$ cat src/rtl/sdc_pkg.sv
package sdc_pkg;

  localparam int FRAME_BITS = 48;
  localparam int LONG_BITS  = 136;
  localparam int RSP_WORDS  = 4;
  localparam int RSP_BITS   = RSP_WORDS * 32;

  // command word bit positions (software visible)
  localparam int CB_GO    = 15;
  localparam int CB_FAIL  = 14;
  localparam int CB_BUSY  = 11;
  localparam int CB_NORSP = 10;
  localparam int CB_LONG  = 9;
  localparam int CB_WR    = 7;
  localparam int CB_RD    = 6;

  // status bit positions
  localparam int SB_BUSY   = 10;
  localparam int SB_CMDTMO = 6;
  localparam int SB_CRC7   = 4;

  // register word addresses
  localparam logic [2:0] A_CMD = 3'd0;
  localparam logic [2:0] A_ARG = 3'd1;
  localparam logic [2:0] A_STS = 3'd2;

  typedef enum logic [2:0] {
    ST_IDLE,
    ST_SEND,
    ST_WAIT,
    ST_RECV,
    ST_BUSY
  } eng_state_e;

  typedef struct packed {
    logic       busy;
    logic       no_rsp;
    logic       long_rsp;
    logic       wr;
    logic       rd;
    logic [5:0] idx;
  } cmd_fields_t;

  // one serial step of the 7-bit CRC, generator x^7 + x^3 + 1
  function automatic logic [6:0] crc7_step(input logic [6:0] c, input logic b);
    logic fb;
    fb = c[6] ^ b;
    crc7_step = {c[5:0], 1'b0} ^ (fb ? 7'h09 : 7'h00);
  endfunction

  function automatic logic [6:0] crc7_head(input logic [39:0] d);
    logic [6:0] c;
    c = '0;
    for (int i = 39; i >= 0; i--) c = crc7_step(c, d[i]);
    crc7_head = c;
  endfunction

endpackage

$ cat src/rtl/sdc_crc7.sv
module sdc_crc7
  import sdc_pkg::*;
(
  input  logic       clk,
  input  logic       rst_n,
  input  logic       clr_i,
  input  logic       en_i,
  input  logic       bit_i,
  output logic [6:0] crc_o
);

  logic [6:0] crc_d;

  always_comb begin
    crc_d = crc_o;
    if (clr_i)     crc_d = '0;
    else if (en_i) crc_d = crc7_step(crc_o, bit_i);
  end

  always_ff @(posedge clk or negedge rst_n) begin
    if (!rst_n) crc_o <= '0;
    else        crc_o <= crc_d;
  end

endmodule

$ cat src/rtl/sdc_regs.sv
module sdc_regs
  import sdc_pkg::*;
(
  input  logic                clk,
  input  logic                rst_n,
  input  logic                reg_wr,
  input  logic [2:0]          reg_addr,
  input  logic [31:0]         reg_wdata,
  output logic [31:0]         reg_rdata,
  output logic                go_o,
  output cmd_fields_t         fld_o,
  output logic [31:0]         arg_o,
  input  logic                done_i,
  input  logic                fail_i,
  input  logic [10:3]         sts_set_i,
  input  logic                rsp_we_i,
  input  logic                rsp_long_i,
  input  logic [RSP_BITS-1:0] rsp_data_i
);

  logic                go_q, go_d;
  logic                fail_q, fail_d;
  cmd_fields_t         fld_q, fld_d;
  logic [31:0]         arg_q;
  logic [10:3]         sts_q, sts_d;
  logic [RSP_BITS-1:0] rsp_q, rsp_d;

  logic wr_cmd, wr_arg, wr_sts;

  assign wr_cmd = reg_wr && (reg_addr == A_CMD);
  assign wr_arg = reg_wr && (reg_addr == A_ARG);
  assign wr_sts = reg_wr && (reg_addr == A_STS);

  // command word next state: completion has priority, writes only land while idle
  always_comb begin
    go_d   = go_q;
    fail_d = fail_q;
    fld_d  = fld_q;
    if (done_i) begin
      go_d   = 1'b0;
      fail_d = fail_i;
    end else if (wr_cmd && !go_q) begin
      go_d         = reg_wdata[CB_GO];
      fail_d       = 1'b0;
      fld_d.busy     = reg_wdata[CB_BUSY];
      fld_d.no_rsp   = reg_wdata[CB_NORSP];
      fld_d.long_rsp = reg_wdata[CB_LONG];
      fld_d.wr       = reg_wdata[CB_WR];
      fld_d.rd       = reg_wdata[CB_RD];
      fld_d.idx      = reg_wdata[5:0];
    end
  end

  // status: software clears, hardware set wins
  always_comb begin
    sts_d = (sts_q & ~(wr_sts ? reg_wdata[10:3] : 8'h00)) | sts_set_i;
  end

  always_comb begin
    rsp_d = rsp_q;
    if (rsp_long_i) rsp_d = rsp_data_i;
    else            rsp_d[31:0] = rsp_data_i[39:8];
  end

  always_ff @(posedge clk or negedge rst_n) begin
    if (!rst_n) begin
      go_q   <= 1'b0;
      fail_q <= 1'b0;
      fld_q  <= '0;
      sts_q  <= '0;
    end else begin
      go_q   <= go_d;
      fail_q <= fail_d;
      fld_q  <= fld_d;
      sts_q  <= sts_d;
    end
  end

  always_ff @(posedge clk or negedge rst_n) begin
    if (!rst_n)      arg_q <= '0;
    else if (wr_arg) arg_q <= reg_wdata;
  end

  always_ff @(posedge clk or negedge rst_n) begin
    if (!rst_n)        rsp_q <= '0;
    else if (rsp_we_i) rsp_q <= rsp_d;
  end

  always_comb begin
    unique case (reg_addr)
      A_CMD:   reg_rdata = {16'h0000, go_q, fail_q, 2'b00, fld_q.busy, fld_q.no_rsp,
                            fld_q.long_rsp, 1'b0, fld_q.wr, fld_q.rd, fld_q.idx};
      A_ARG:   reg_rdata = arg_q;
      A_STS:   reg_rdata = {21'h000000, sts_q, 3'b000};
      default: reg_rdata = reg_addr[2] ? rsp_q[{reg_addr[1:0], 5'b00000} +: 32] : 32'h0;
    endcase
  end

  assign go_o  = go_q;
  assign fld_o = fld_q;
  assign arg_o = arg_q;

  AST_GO_DROPS: assert property (@(posedge clk) disable iff (!rst_n)
    done_i |=> !go_q);
  AST_CMD_LOCKED: assert property (@(posedge clk) disable iff (!rst_n)
    (wr_cmd && go_q && !done_i) |=> (go_q && $stable(fld_q)));
  AST_W1C_CLEARS: assert property (@(posedge clk) disable iff (!rst_n)
    (wr_sts && (sts_set_i == 8'h00)) |=> ((sts_q & $past(reg_wdata[10:3])) == 8'h00));
  AST_SET_WINS: assert property (@(posedge clk) disable iff (!rst_n)
    (|sts_set_i) |=> ((sts_q & $past(sts_set_i)) == $past(sts_set_i)));

endmodule

$ cat src/rtl/sdc_cmd_engine.sv
module sdc_cmd_engine
  import sdc_pkg::*;
#(
  parameter int TIMEOUT_CLKS = 64
) (
  input  logic                clk,
  input  logic                rst_n,
  input  logic                tick_i,
  input  logic                go_i,
  input  logic                busy_i,
  input  logic                no_rsp_i,
  input  logic                long_i,
  input  logic [5:0]          idx_i,
  input  logic [31:0]         arg_i,
  input  logic                cmd_in,
  input  logic                dat0_in,
  output logic                cmd_out,
  output logic                cmd_oe,
  output logic                done_o,
  output logic                fail_o,
  output logic [10:3]         sts_set_o,
  output logic                rsp_we_o,
  output logic                rsp_long_o,
  output logic [RSP_BITS-1:0] rsp_data_o
);

  localparam int CNT_W = $clog2(LONG_BITS);
  localparam int TMO_W = $clog2(TIMEOUT_CLKS + 1);
  localparam logic [CNT_W-1:0] TX_LAST   = CNT_W'(FRAME_BITS - 1);
  localparam logic [CNT_W-1:0] RX_SHORT  = CNT_W'(FRAME_BITS - 2);
  localparam logic [CNT_W-1:0] RX_LONG   = CNT_W'(LONG_BITS - 2);
  localparam logic [CNT_W-1:0] CRC_LO    = CNT_W'(8);
  localparam logic [CNT_W-1:0] CRC_HI    = CNT_W'(RSP_BITS - 1);
  localparam logic [TMO_W-1:0] TMO_LAST  = TMO_W'(TIMEOUT_CLKS - 1);

  eng_state_e                state_q, state_d;
  logic [FRAME_BITS-1:0]     tx_q, tx_d;
  logic [CNT_W-1:0]          cnt_q, cnt_d;
  logic [TMO_W-1:0]          tmo_q, tmo_d;
  logic [RSP_BITS-2:0]       rx_q, rx_d;
  logic [RSP_BITS-1:0]       rx_shift;
  logic [39:0]               head;
  logic                      crc_clr, crc_en;
  logic [6:0]                crc_val;

  assign head     = {2'b01, idx_i, arg_i};
  assign rx_shift = {rx_q, cmd_in};

  sdc_crc7 u_rx_crc (
    .clk   (clk),
    .rst_n (rst_n),
    .clr_i (crc_clr),
    .en_i  (crc_en),
    .bit_i (cmd_in),
    .crc_o (crc_val)
  );

  always_comb begin
    state_d   = state_q;
    tx_d      = tx_q;
    cnt_d     = cnt_q;
    tmo_d     = tmo_q;
    rx_d      = rx_q;
    done_o    = 1'b0;
    fail_o    = 1'b0;
    sts_set_o = '0;
    rsp_we_o  = 1'b0;
    crc_clr   = 1'b0;
    crc_en    = 1'b0;
    unique case (state_q)
      ST_IDLE: begin
        if (go_i) begin
          if (long_i && busy_i) begin
            done_o = 1'b1;
            fail_o = 1'b1;
          end else begin
            state_d = ST_SEND;
            tx_d    = {head, crc7_head(head), 1'b1};
            cnt_d   = TX_LAST;
          end
        end
      end
      ST_SEND: begin
        if (tick_i) begin
          tx_d = {tx_q[FRAME_BITS-2:0], 1'b1};
          if (cnt_q == '0) begin
            if (no_rsp_i) begin
              done_o  = 1'b1;
              state_d = ST_IDLE;
            end else begin
              tmo_d   = '0;
              state_d = ST_WAIT;
            end
          end else begin
            cnt_d = cnt_q - CNT_W'(1);
          end
        end
      end
      ST_WAIT: begin
        if (tick_i) begin
          if (!cmd_in) begin
            crc_clr = 1'b1;
            cnt_d   = long_i ? RX_LONG : RX_SHORT;
            state_d = ST_RECV;
          end else if (tmo_q == TMO_LAST) begin
            done_o               = 1'b1;
            fail_o               = 1'b1;
            sts_set_o[SB_CMDTMO] = 1'b1;
            state_d              = ST_IDLE;
          end else begin
            tmo_d = tmo_q + TMO_W'(1);
          end
        end
      end
      ST_RECV: begin
        if (tick_i) begin
          rx_d   = rx_shift[RSP_BITS-2:0];
          crc_en = (cnt_q >= CRC_LO) && (cnt_q <= CRC_HI);
          if (cnt_q == '0) begin
            rsp_we_o = 1'b1;
            if (crc_val != rx_q[6:0]) begin
              done_o             = 1'b1;
              fail_o             = 1'b1;
              sts_set_o[SB_CRC7] = 1'b1;
              state_d            = ST_IDLE;
            end else if (busy_i && !long_i) begin
              state_d = ST_BUSY;
            end else begin
              done_o  = 1'b1;
              state_d = ST_IDLE;
            end
          end else begin
            cnt_d = cnt_q - CNT_W'(1);
          end
        end
      end
      ST_BUSY: begin
        if (tick_i && dat0_in) begin
          done_o             = 1'b1;
          sts_set_o[SB_BUSY] = 1'b1;
          state_d            = ST_IDLE;
        end
      end
      default: state_d = ST_IDLE;
    endcase
  end

  always_ff @(posedge clk or negedge rst_n) begin
    if (!rst_n) begin
      state_q <= ST_IDLE;
      tx_q    <= '1;
      cnt_q   <= '0;
      tmo_q   <= '0;
      rx_q    <= '0;
    end else begin
      state_q <= state_d;
      tx_q    <= tx_d;
      cnt_q   <= cnt_d;
      tmo_q   <= tmo_d;
      rx_q    <= rx_d;
    end
  end

  assign cmd_oe     = (state_q == ST_SEND);
  assign cmd_out    = (state_q == ST_SEND) ? tx_q[FRAME_BITS-1] : 1'b1;
  assign rsp_long_o = long_i;
  assign rsp_data_o = rx_shift;

  AST_IDLE_NO_DRIVE: assert property (@(posedge clk) disable iff (!rst_n)
    !go_i |-> !cmd_oe);
  AST_REJECT_NO_FRAME: assert property (@(posedge clk) disable iff (!rst_n)
    (state_q == ST_IDLE && go_i && long_i && busy_i) |=> !cmd_oe);
  AST_ONE_CAUSE: assert property (@(posedge clk) disable iff (!rst_n)
    $countones(sts_set_o) <= 1);
  AST_CAUSE_MEANS_DONE: assert property (@(posedge clk) disable iff (!rst_n)
    (|sts_set_o) |=> !cmd_oe);

endmodule

$ cat src/rtl/sdcmd_issue.sv
module sdcmd_issue
  import sdc_pkg::*;
#(
  parameter int TIMEOUT_CLKS = 64
) (
  input  logic        clk,
  input  logic        rst_n,
  input  logic        reg_wr,
  input  logic [2:0]  reg_addr,
  input  logic [31:0] reg_wdata,
  output logic [31:0] reg_rdata,
  input  logic        bit_tick,
  input  logic        cmd_in,
  input  logic        dat0_in,
  output logic        cmd_out,
  output logic        cmd_oe
);

  logic [1:0]          rst_sync_q;
  logic                rst_core_n;
  logic                go;
  cmd_fields_t         fld;
  logic [31:0]         arg;
  logic                done, fail, rsp_we, rsp_long;
  logic [10:3]         sts_set;
  logic [RSP_BITS-1:0] rsp_data;

  // assert asynchronously, release on a clock edge
  always_ff @(posedge clk or negedge rst_n) begin
    if (!rst_n) rst_sync_q <= 2'b00;
    else        rst_sync_q <= {rst_sync_q[0], 1'b1};
  end
  assign rst_core_n = rst_sync_q[1];

  sdc_regs u_regs (
    .clk        (clk),
    .rst_n      (rst_core_n),
    .reg_wr     (reg_wr),
    .reg_addr   (reg_addr),
    .reg_wdata  (reg_wdata),
    .reg_rdata  (reg_rdata),
    .go_o       (go),
    .fld_o      (fld),
    .arg_o      (arg),
    .done_i     (done),
    .fail_i     (fail),
    .sts_set_i  (sts_set),
    .rsp_we_i   (rsp_we),
    .rsp_long_i (rsp_long),
    .rsp_data_i (rsp_data)
  );

  sdc_cmd_engine #(
    .TIMEOUT_CLKS (TIMEOUT_CLKS)
  ) u_engine (
    .clk        (clk),
    .rst_n      (rst_core_n),
    .tick_i     (bit_tick),
    .go_i       (go),
    .busy_i     (fld.busy),
    .no_rsp_i   (fld.no_rsp),
    .long_i     (fld.long_rsp),
    .idx_i      (fld.idx),
    .arg_i      (arg),
    .cmd_in     (cmd_in),
    .dat0_in    (dat0_in),
    .cmd_out    (cmd_out),
    .cmd_oe     (cmd_oe),
    .done_o     (done),
    .fail_o     (fail),
    .sts_set_o  (sts_set),
    .rsp_we_o   (rsp_we),
    .rsp_long_o (rsp_long),
    .rsp_data_o (rsp_data)
  );

endmodule

$ cat config.mk
export PLATFORM = sky130hd
export DESIGN_NAME = sdcmd_issue
export DESIGN_NICKNAME = d
export VERILOG_FILES = /design/src/rtl/sdc_pkg.sv /design/src/rtl/sdc_crc7.sv /design/src/rtl/sdc_regs.sv /design/src/rtl/sdc_cmd_engine.sv /design/src/rtl/sdcmd_issue.sv
export SDC_FILE = /design/constraint.sdc
export NUM_CORES = 1
export LEC_CHECK = 0
export ABC_CLOCK_PERIOD_IN_PS = 14600
export BUFFER_PORTS_ARGS = -buffer_cell sky130_fd_sc_hd__clkbuf_2
export CORE_ASPECT_RATIO = 1.1
export CORE_UTILIZATION = 35
export CTS_CLUSTER_DIAMETER = 100
export CTS_CLUSTER_SIZE = 28
export DETAILED_ROUTE_END_ITERATION = 6
export SLEW_MARGIN = 20
export SYNTH_ARGS = -nofsm -noshare
export SYNTH_HDL_FRONTEND = slang
export SYNTH_HIERARCHICAL = 1
export SYNTH_SLANG_ARGS = --single-unit
$ cat constraint.sdc
create_clock -name clk -period 14.6 [get_ports clk]
set_input_delay 2.19 -clock clk [delete_from_list [all_inputs] [get_ports clk]]
set_output_delay 2.19 -clock clk [all_outputs]
set_load 0.01 [all_outputs]
==> impl_metrics.toml <==
[yosys]
synth-async-reset-ratio_pct = 100
synth_seq_area_share_pct = 53.4
ys.flop_type = "dfrtp_1"
syn_area_per_cell_um2 = 12.8
synth_area_leaders = "dfrtp_1 (47%), mux2_2 (12%), dfstp_2 (6.9%)"
yosys.area.top_type = "dfrtp_1"
synth_edf_count = 0
ys_ff_latch = 382
netlist_area_mm2 = 0.0180
netlist_top_cells_count = "dfrtp_1 (335), mux2_2 (184), nor2_1 (120), nand2_1 (115), mux2i_1 (85)"
yosysUniqueCellTypes = 70
yosys.cell_count.top_type = "dfrtp_1"
postSynthCellCount = 1410
synth-warning-count = 6
synth_top_area_share_pct = 46.6

[sta]
worstMarginPinSlew_ns = 1.10
setup_viol = 0
worst_clock_skew_ns = 0.0201
slew_headroom_pct = 25.8
worst_slack_ns = 7.83
final-hold-violation-count = 0
slew_violations = 0
period_share_pct = 46.4
fin_crit_ns = 6.77
rsz0062_at_grt = "false"
fmax_mhz = 148
tns_ns = 0

[placed_design]
place_ws_ns = 7.80
port_buffers = 74
gp_congestion = 0.815
hpwlAfterDp_um = 29600

[clock_network]
htree_levels = 1
ctsHoldBuffers = 0
postCtsSetupBuffers = 0
clock-sinks = 382
cts_resized = 0
cts_tree = "built"
clockBufferDepth = 3
cts_buffers = 17
clk_pin_slew_ns = 0.10
clock_latency_ns = 0.55
cts_root_buffer = "clkbuf_16"

[grt]
grt_pass1_vias = 11000
grt_first_pass_wirelength_um = 66200
antenna_found_initial = 0
grt_use_total_pct = 16.3
overflow = 0
grt_start_max_net_pins = 79

[finish]
num-fill-cells = 4731
syn_to_final_growth_pct = 7.41
diodes = 0
drive_gt1_share_pct = 27.4
multi_input_comb_area_mm2 = 0.00790
seqCellArea_mm2 = 0.00962
nets = 1471

[die]
dieArea_mm2 = 0.0523
ios = 75
rows = 86
dieHeight_um = 240
core_mm2 = 0.0505
fp.dieW_um = 218
initial_utilization_pct = 35.7

[route]
wl_um = 42200
drc = 0
vias = 10800
vias_per_cell = 5.15
wl_per_cell_um = 20.1
drtIter0Drc = 558
final_antenna_net_count = 0
firstDrtPassIters = 4

[worst_hold_path]
holdCritStartpoint = "rst_sync_q[0]"
hp-class = "flip-flop to flip-flop"

[worst_setup_path]
startpoint = "reg_addr[1]"
rr_startpoint = "u_engine/state_q[0]"
startpoint_type = "primary input"
path_max_fanout = 48
crit_type = "primary input to output port"
crit_required_ns = 12.41
worstPathArrival_ns = 4.58
crit_path_end_kind = "output port"

[pwr]
swShare_pct = 35.6
p_switching_mw = 1.35
seqPwrFrac_pct = 37.5
intPower_mw = 2.43
power_frac_comb_pct = 47.5
ir_worst_vdd_v = 0.000325
p_leak_nw = 9.31
clkPwrFrac_pct = 14.9
power_density_mw_per_mm2 = 195

[status]
status = "completed"

[flow_run]
max_cap_viol_count = 0
==> layout make-up <==
type | count | area share, %
Clock buffer | 26 | 2.37
Clock inverter | 3 | 0.116
Sequential cell | 382 | 49.8
Tap cell | 660 | 4.27
Inverter | 5 | 0.0971
Timing Repair Buffer | 89 | 2.51
Multi-Input combinational cell | 933 | 40.9
==> power groups by stage <==
stage                     logic [mW]  clock network, mW  registers [mW]
final                           1.80              0.564            1.42
after global routing            1.95              0.621            1.44
after CTS                       1.80              0.586            1.42
after detailed placement        1.78                  0            1.44
after global placement          1.76                  0            1.43
after floorplan                 1.51                  0            1.37
==> routing by layer <==
metal / wire length, um / global-route usage (%) / share of wire [%] / vias up
met5: 0 / 0 / 0 / -
met1: 19000 / 22.1 / 45 / 5574
met2: 21200 / 27.8 / 50 / 162
li1: - / - / - / 5019
met4: 878 / 4.28 / 2.1 / 0
met3: 1070 / 1.52 / 2.5 / 42
==> stage by stage <==
step                hold slack (ns)  power [mW]  utilization (%)  cell area (um2)  instances
floorplan                     0.331        2.87                -            18000       1414
global placement              0.332        3.19             37.4            18900       2069
detailed placement            0.336        3.22             37.4            18900       2069
CTS                           0.360        3.80             38.3            19300       2098
global route                  0.381        4.01             38.3            19300       2098
finish                        0.356        3.78             38.3            19300       2098
==> cells in the final DEF (no fill, tap or decap), drive strengths merged, types with 18 or more instances in the layout <==
| cell type | count |
|---|---|
| clkbuf | 99 |
| mux2 | 297 |
| a21oi | 40 |
| a31oi | 41 |
| nand2 | 115 |
| xnor2 | 40 |
| xnor3 | 18 |
| nor2 | 120 |
| mux2i | 85 |
| dfrtp | 335 |
| dfstp | 47 |
==> registers in the layout, indices dropped and copies added (netlist names) <==
name	count
u_regs/go_o	1
u_regs/sts_q	8
u_regs/fld_o	11
u_regs/fail_q	1
u_engine/u_rx_crc/crc_o	7
u_engine/rx_q	127
u_regs/rsp_q	128
u_regs/arg_o	32
u_engine/tmo_q	7
u_engine/state_q	3
rst_sync_q	2
u_engine/tx_q	47
u_engine/cnt_q	8
==> kinds of logic after synthesis <==
| logic type | after synthesis | share of synthesized area, % |
|---|---|---|
| flip-flops | 382 | 53.4 |
| adder cells (fa/ha/maj) | 2 | 0.139 |
| XOR/XNOR | 75 | 5.55 |
| AND/OR/NAND/NOR | 288 | 6.91 |
| other | 2 | 0.0417 |
| AO/OA/AOI/OAI | 179 | 6.89 |
| multiplexers | 383 | 24.1 |
| buffers and inverters | 99 | 2.98 |
==> critical path: stages <==
cell and delay, ns:
buf_4 0.41, buf_4 0.68, nor2b_1 0.29, a221oi_1 0.51, a221oi_1 0.19, clkbuf_2 0.20
==> worst paths after layout <==
| path | end | slack (ns) | cells past startpoint |
|---|---|---|---|
| max | reg_rdata[8] | 7.83 | 6 |
| min | rst_sync_q[1] | 0.36 | 0 |
| max reg2reg | u_regs/rsp_q[35] | 10.11 | 7 |
| min reg2reg | rst_sync_q[1] | 0.36 | 0 |
| max in group asynchronous | u_regs/rsp_q[35] | 11.90 | 2 |
| min in group asynchronous | u_engine/rx_q[118] | 0.41 | 0 |
No activity file was read; power rests on OpenSTA's default activity.
